--- src/rtl/sret_pkg.sv ---
package sret_pkg;

   typedef enum logic [1:0] {
      FLT_NONE = 2'd0,
      FLT_UD   = 2'd1,
      FLT_GP   = 2'd2
   } flt_e;

   typedef struct packed {
      logic [31:0] base;
      logic [19:0] limit;
      logic [3:0]  typ;
      logic        s;
      logic [1:0]  dpl;
      logic        p;
      logic        l;
      logic        db;
      logic        g;
      logic        rsvd;
   } seg_attr_t;

   localparam logic [3:0] CODE_TYPE = 4'd11;
   localparam logic [3:0] DATA_TYPE = 4'd3;
   localparam logic [1:0] USER_PL   = 2'd3;

endpackage

--- src/rtl/sret_canon.sv ---
module sret_canon #(
   parameter int HI_W = 17
) (
   input  logic [HI_W-1:0] hi_bits,
   output logic            ok
);
   generate
      if (HI_W <= 1) begin : g_full_width
         assign ok = 1'b1;
      end else begin : g_sign_ext
         assign ok = (&hi_bits) | ~(|hi_bits);
      end
   endgenerate
endmodule

--- src/rtl/sret_fault_chk.sv ---
module sret_fault_chk
   import sret_pkg::*;
#(
   parameter int CFG_W = 32,
   parameter int HI_W  = 17
) (
   input  logic [1:0]      cpl,
   input  logic            pe,
   input  logic            alt_evt,
   input  logic            lock,
   input  logic            op64,
   input  logic [CFG_W-1:0] cfg,
   input  logic [HI_W-1:0] rcx_hi,
   input  logic [HI_W-1:0] rdx_hi,
   output flt_e            code
);
   logic rcx_ok, rdx_ok;
   logic cfg_zero, canon_bad, ud_hit, gp_hit;

   sret_canon #(.HI_W(HI_W)) u_canon_sp (.hi_bits(rcx_hi), .ok(rcx_ok));
   sret_canon #(.HI_W(HI_W)) u_canon_ip (.hi_bits(rdx_hi), .ok(rdx_ok));

   always_comb begin
      cfg_zero  = op64 ? (cfg == '0) : (cfg[15:2] == '0);
      canon_bad = op64 & ~(rcx_ok & rdx_ok);
      ud_hit    = lock | alt_evt;
      gp_hit    = cfg_zero | ~pe | (cpl != 2'd0) | canon_bad;
      if (ud_hit)      code = FLT_UD;
      else if (gp_hit) code = FLT_GP;
      else             code = FLT_NONE;
   end
endmodule

--- src/rtl/sret_state_gen.sv ---
module sret_state_gen
   import sret_pkg::*;
#(
   parameter int ADDR_W = 64,
   parameter int CFG_W  = 32,
   parameter int SEL_W  = 16
) (
   input  logic              op64,
   input  logic [CFG_W-1:0]  cfg,
   input  logic [ADDR_W-1:0] rcx,
   input  logic [ADDR_W-1:0] rdx,
   output logic [ADDR_W-1:0] rip_n,
   output logic [ADDR_W-1:0] rsp_n,
   output logic [SEL_W-1:0]  cs_sel_n,
   output logic [SEL_W-1:0]  ss_sel_n,
   output seg_attr_t         cs_attr_n,
   output seg_attr_t         ss_attr_n
);
   localparam int LEG_W = 32;
   localparam logic [SEL_W-1:0] OFS_WIDE = SEL_W'(32);
   localparam logic [SEL_W-1:0] OFS_LEG  = SEL_W'(16);
   localparam logic [SEL_W-1:0] OFS_STK  = SEL_W'(8);
   localparam logic [SEL_W-1:0] RPL_MASK = SEL_W'(3);

   logic [SEL_W-1:0] sel_sum;

   always_comb begin
      rsp_n    = op64 ? rcx : {{(ADDR_W-LEG_W){1'b0}}, rcx[LEG_W-1:0]};
      rip_n    = op64 ? rdx : {{(ADDR_W-LEG_W){1'b0}}, rdx[LEG_W-1:0]};
      sel_sum  = cfg[SEL_W-1:0] + (op64 ? OFS_WIDE : OFS_LEG);
      cs_sel_n = sel_sum | RPL_MASK;
      ss_sel_n = cs_sel_n + OFS_STK;

      cs_attr_n       = '0;
      cs_attr_n.limit = '1;
      cs_attr_n.typ   = CODE_TYPE;
      cs_attr_n.s     = 1'b1;
      cs_attr_n.dpl   = USER_PL;
      cs_attr_n.p     = 1'b1;
      cs_attr_n.l     = op64;
      cs_attr_n.db    = ~op64;
      cs_attr_n.g     = 1'b1;

      ss_attr_n       = '0;
      ss_attr_n.limit = '1;
      ss_attr_n.typ   = DATA_TYPE;
      ss_attr_n.s     = 1'b1;
      ss_attr_n.dpl   = USER_PL;
      ss_attr_n.p     = 1'b1;
      ss_attr_n.db    = 1'b1;
      ss_attr_n.g     = 1'b1;
   end
endmodule

--- src/rtl/sret_seq.sv ---
module sret_seq
   import sret_pkg::*;
#(
   parameter int ADDR_W  = 64,
   parameter int VA_BITS = 48,
   parameter int CFG_W   = 32
) (
   input  logic              clk,
   input  logic              rst_n,
   input  logic              start_i,
   input  logic [1:0]        cpl_i,
   input  logic              pe_i,
   input  logic              alt_evt_i,
   input  logic              lock_i,
   input  logic              op64_i,
   input  logic [CFG_W-1:0]  cfg_i,
   input  logic [ADDR_W-1:0] rcx_i,
   input  logic [ADDR_W-1:0] rdx_i,
   input  logic              sstk_en_i,
   input  logic [ADDR_W-1:0] pl3_ssp_i,
   output logic              done_o,
   output logic [1:0]        fault_o,
   output logic              serialize_o,
   output logic [ADDR_W-1:0] rip_o,
   output logic [ADDR_W-1:0] rsp_o,
   output logic [15:0]       cs_sel_o,
   output logic [15:0]       ss_sel_o,
   output logic [63:0]       cs_attr_o,
   output logic [63:0]       ss_attr_o,
   output logic [1:0]        cpl_o,
   output logic [ADDR_W-1:0] ssp_o
);
   localparam int SEL_W = 16;
   localparam int HI_W  = ADDR_W - VA_BITS + 1;

   generate
      if (ADDR_W <= 32 || VA_BITS > ADDR_W || VA_BITS < 2 || CFG_W < SEL_W) begin : g_param_bad
         $error("sret_seq: unsupported parameter combination");
      end
   endgenerate

   flt_e              code;
   logic [ADDR_W-1:0] rip_n, rsp_n;
   logic [SEL_W-1:0]  cs_sel_n, ss_sel_n;
   seg_attr_t         cs_attr_n, ss_attr_n;

   sret_fault_chk #(.CFG_W(CFG_W), .HI_W(HI_W)) u_fault (
      .cpl     (cpl_i),
      .pe      (pe_i),
      .alt_evt (alt_evt_i),
      .lock    (lock_i),
      .op64    (op64_i),
      .cfg     (cfg_i),
      .rcx_hi  (rcx_i[ADDR_W-1:VA_BITS-1]),
      .rdx_hi  (rdx_i[ADDR_W-1:VA_BITS-1]),
      .code    (code)
   );

   sret_state_gen #(.ADDR_W(ADDR_W), .CFG_W(CFG_W), .SEL_W(SEL_W)) u_state (
      .op64      (op64_i),
      .cfg       (cfg_i),
      .rcx       (rcx_i),
      .rdx       (rdx_i),
      .rip_n     (rip_n),
      .rsp_n     (rsp_n),
      .cs_sel_n  (cs_sel_n),
      .ss_sel_n  (ss_sel_n),
      .cs_attr_n (cs_attr_n),
      .ss_attr_n (ss_attr_n)
   );

   logic accept, commit;
   assign accept = start_i & ~done_o;
   assign commit = accept & (code == FLT_NONE);

   always_ff @(posedge clk) begin
      if (!rst_n) begin
         done_o      <= 1'b0;
         fault_o     <= FLT_NONE;
         serialize_o <= 1'b0;
         rip_o       <= '0;
         rsp_o       <= '0;
         cs_sel_o    <= '0;
         ss_sel_o    <= '0;
         cs_attr_o   <= '0;
         ss_attr_o   <= '0;
         cpl_o       <= '0;
         ssp_o       <= '0;
      end else begin
         done_o      <= accept;
         fault_o     <= accept ? code : FLT_NONE;
         serialize_o <= commit;
         if (commit) begin
            rip_o     <= rip_n;
            rsp_o     <= rsp_n;
            cs_sel_o  <= cs_sel_n;
            ss_sel_o  <= ss_sel_n;
            cs_attr_o <= cs_attr_n;
            ss_attr_o <= ss_attr_n;
            cpl_o     <= USER_PL;
            if (sstk_en_i) ssp_o <= pl3_ssp_i;
         end
      end
   end


   done_pulse_chk: assert property (@(posedge clk) disable iff (!rst_n)
      done_o |=> !done_o);


   serialize_clean_chk: assert property (@(posedge clk) disable iff (!rst_n)
      serialize_o |-> (done_o && fault_o == FLT_NONE));


   hold_on_fault_chk: assert property (@(posedge clk) disable iff (!rst_n)
      (done_o && fault_o != FLT_NONE) |-> ($stable(rip_o) && $stable(rsp_o) &&
         $stable(cs_sel_o) && $stable(ss_sel_o) && $stable(cpl_o) && $stable(ssp_o)));


   selector_pair_chk: assert property (@(posedge clk) disable iff (!rst_n)
      serialize_o |-> (ss_sel_o == cs_sel_o + 16'd8 && cs_sel_o[1:0] == 2'b11));


   user_level_chk: assert property (@(posedge clk) disable iff (!rst_n)
      serialize_o |-> cpl_o == 2'd3);


   ud_priority_chk: assert property (@(posedge clk) disable iff (!rst_n)
      (start_i && !done_o && (lock_i || alt_evt_i)) |=> fault_o == FLT_UD);


   ignored_start_chk: assert property (@(posedge clk) disable iff (!rst_n)
      (start_i && done_o) |=> (!done_o && $stable(rip_o) && $stable(rsp_o)));


   fault_code_legal_chk: assert property (@(posedge clk) disable iff (!rst_n)
      fault_o != 2'b11);

endmodule

--- config.mk ---
export PLATFORM = sky130hd
export DESIGN_NAME = sret_seq
export DESIGN_NICKNAME = d
export VERILOG_FILES = /design/src/rtl/sret_pkg.sv /design/src/rtl/sret_canon.sv /design/src/rtl/sret_fault_chk.sv /design/src/rtl/sret_state_gen.sv /design/src/rtl/sret_seq.sv
export SDC_FILE = /design/constraint.sdc
export NUM_CORES = 1
export LEC_CHECK = 0
export BUFFER_PORTS_ARGS = -buffer_cell sky130_fd_sc_hd__buf_2
export CORE_AREA = 2 2 233 235
export DETAILED_ROUTE_END_ITERATION = 12
export DIE_AREA = 0 0 235 237
export HOLD_SLACK_MARGIN = 0.08
export PLACE_DENSITY = 0.37
export SYNTH_ARGS = -nofsm -noshare
export SYNTH_HDL_FRONTEND = slang
export SYNTH_SLANG_ARGS = --single-unit
--- constraint.sdc ---
create_clock -name clk -period 5.6 [get_ports clk]
set_clock_uncertainty 0.05 [all_clocks]
set_input_delay 1.4 -clock clk [delete_from_list [all_inputs] [get_ports clk]]
set_output_delay 1.4 -clock clk [all_outputs]
set_load 0.1 [all_outputs]
==> key figures <==
Power and ir drop
  – Psw: 1140 µW
  – Clock power frac: 47.5%
  – Peak VDD IR: 0.000211 V
  – Logic pwr share: 12.0%
  – Sequential power share: 40.6%
  – Int Power: between 2000 and 3000 µW
  – Lkg Pwr: 0.00581 µW
  – Pwr/cell area: 303 nW/µm²
  – Sw Ratio: 28.5%

Timing
  – Final Hold Vio Count: 0
  – Tmin final: 3.96 ns
  – Final setup viols: 0
  – Slew HR: 37.4%
  – RSZ-0062 raised after global routing: false
  – Setup tns final: 0 ns
  – Worst hold slack: between 0.3 and 0.4 ns
  – Worst-margin pin slew: 0.939 ns
  – Slew Limit Fails: 0
  – Period utilisation layout: between 70 and 80%
  – Highest Clock Rate: 253 MHz

Routing
  – Final ANT Viol Nets: 0
  – WL final: roughly 39 mm
  – Wire length per cell: 16.5 µm
  – Routed vias/inst: between 4 and 5
  – Total number of vias: 9589
  – DR pass1 iterations: 5
  – DRC violations left: 0
  – 1st-iter DRT viols: ~420

Placement
  – Gpl congestion: ~0.82
  – PortBufs: 521
  – DP HPWL: between 20 and 30 mm
  – Placed inst area: about 12000 µm²

Critical path
  – CP Capture Type: flop
  – Critical path type: primary input to flop
  – Crit path max fanout: 32
  – Startpoint types: primary input
  – Worst Path Required: 6.03 ns
  – Critical Path AT: 4.39 ns

Floorplanning
  – Initial Util: 18.1%
  – Boundary Pins: 592
  – Row count: 85
  – CORE AREA: 53300 µm²
  – Die footprint: 55700 µm²
  – Die W: between 200 and 250 µm
  – Die height: between 200 and 250 µm

Finish
  – Most frequent cells in the layout: buf_2 (521), nand2_1 (290), dfxtp_1 (226), a21oi_1 (210), nand3_1 (138)
  – Sequential cell area: 4520 µm²
  – Number of nets in the layout: 1873
  – Layout cells sized above 1: 35.7%
  – Layout area overhead: 36.6%
  – Fill cell count: 5974
  – Multi-input combinational cell area: 3970 µm²
  – Most common cell after layout, fill and taps aside: buf_2
  – Layout Cell Area excl Fill: 13200 µm²

Logic synthesis
  – Ys Warns: 0
  – Asr flop ratio synth: 0%
  – Synth cell types: 40
  – Register area share after synthesis: 46.9%
  – Xor-xnor portion of the synthesized cell area: 1.82%
  – Top FF cell, synth: dfxtp_1
  – Flops & latches, synth: 226
  – Post-Syn Area: 9640 µm²
  – Largest family of logic cells by synthesized area: simple AND/OR/NAND/NOR gates
  – Mux contribution to synthesized area: 0%
  – Synth Area in Simple Gates: 22.5%
  – Post-synth EDFFs: 0
  – Synth Area in Adders: 0.597%
  – Avg Cell Area, Syn: 7.94 µm²
  – Synth Instances: approximately 1200
  – Complex-gate fraction of the synthesized area: 13.1%

Clocking
  – Setup Fix Bufs, Post-CTS: 0
  – Later-pin clock latency in the skew report: 0.56 ns
  – # hold bufs at CTS: 0
  – Clock transition at the registers of the reported paths: 0.06 ns
  – Clock buffer depth: 3
  – Clock tree from TritonCTS: built
  – Clock Sinks: roughly 230
  – H-tree levels: 1
  – Post-CTS sizing: 0
  – CTS Buf Count: 29
  – Root buffer selected by CTS: clkbuf_16

Global route
  – GRT Total Usage: 13.1%
  – Vias in the first global route: 9147
  – Initial antenna violation count: 6
  – Maximum number of pins on one net before global-route repair: 100
  – Total gr overflow: 0
  – First-pass GRT wire length: between 50 and 60 mm

Hold path
  – Worst min path class: flop to flop

Status
  – Outcome: completed

Run
  – Number of max-cap violations: 0
==> worst max-delay path, stage by stage <==
cell	delay, ns
buf_2	0.11
nor4_1	0.48
nand4_1	0.21
or4_1	0.46
a22oi_2	0.43
o211a_4	0.52
buf_4	0.42
nand3_1	0.12
a21oi_1	0.18
==> layout make-up <==
cell class	instances	share of cell area [%]
multi-input combinational	832	30.1
tap	696	6.61
clock inverter	10	0.978
antenna	3	0.0570
timing repair buffer	541	21.5
sequential	226	34.3
clock buffer	40	6.20
inverter	5	0.180
==> cells by family after synthesis <==
kind of cell / count (synthesis)
and+or+nand+nor: 500
AOI/OAI and AO/OA: 238
buffers and inverters: 226
DFF: 226
xor gates and xnor gates: 20
adders and majority gates: 4
other: 1
==> power groups by stage <==
stage | Clock (µW) | Combinational [µW] | Sequential [µW]
after CTS | 1980 | 482 | 1620
final | 1890 | 478 | 1620
after global routing | 2030 | 503 | 1620
after floorplan | 0 | 344 | 1690
after detailed placement | 0 | 481 | 1650
after global placement | 0 | 481 | 1650
==> path summary, 6_finish.rpt <==
check / depth (start not counted) / start / to / slack, ns
worst min-delay path: 2 / rip_o[32] / rip_o[32] / 0.40
worst min register to register: 2 / rip_o[32] / rip_o[32] / 0.40
worst max-delay path: 9 / rcx_i[61] / rsp_o[60] / 1.64
worst max register to register: 7 / done_o / rsp_o[60] / 3.16
==> sequential cells by signal (all words and copies together) (netlist names) <==
name / cells
ss_sel_o: 13
rsp_o: 64
cs_attr_o: 2
fault_o: 2
rip_o: 64
done_o: 1
ssp_o: 64
serialize_o: 1
cs_sel_o: 15
==> synth_stat cells (2+ instances only) <==
cell / count / area [µm²]
nand2_1: 290 / 1090
dfxtp_1: 226 / 4520
a21oi_1: 210 / 1050
buf_4: 142 / 1070
nand3_1: 138 / 691
clkbuf_1: 56 / 210
nor2_1: 25 / 93.8
nor4_1: 17 / 106
xor2_1: 12 / 105
a211oi_1: 10 / 75.1
buf_2: 10 / 50.1
nand4_1: 10 / 62.6
xnor2_1: 8 / 70.1
buf_6: 7 / 78.8
buf_1: 6 / 22.5
o21ai_0: 6 / 30.0
nor3_1: 5 / 25.0
inv_1: 4 / 15.0
or4_1: 4 / 30.0
and3_1: 3 / 18.8
ha_1: 3 / 37.5
a21o_1: 2 / 15.0
nand2b_1: 2 / 12.5
nand3b_1: 2 / 15.0
o2111ai_1: 2 / 17.5
==> stage by stage <==
stage	power (µW)	utilization, %	instances	worst slack [ns]
2_1_floorplan	2040	-	1284	1.70
3_3_place_gp	2130	22.9	2300	1.06
3_5_place_dp	2130	22.9	2300	1.00
4_1_cts	4080	24.7	2350	1.58
5_1_grt	4150	24.7	2352	1.43
6_report	3980	24.7	2353	1.64
==> per-layer routing <==
layer | vias to the layer above | wire length (µm) | GRT usage [%] | share of wire [%]
li1 | 4719 | - | - | -
met4 | 6 | 1150 | 4.10 | 3.0
met5 | - | 34 | 0 | 0.088
met2 | 326 | 19700 | 23.1 | 51
met3 | 58 | 2460 | 3.12 | 6.3
met1 | 4480 | 15500 | 15.5 | 40
Power figures use the tool's default switching activity.
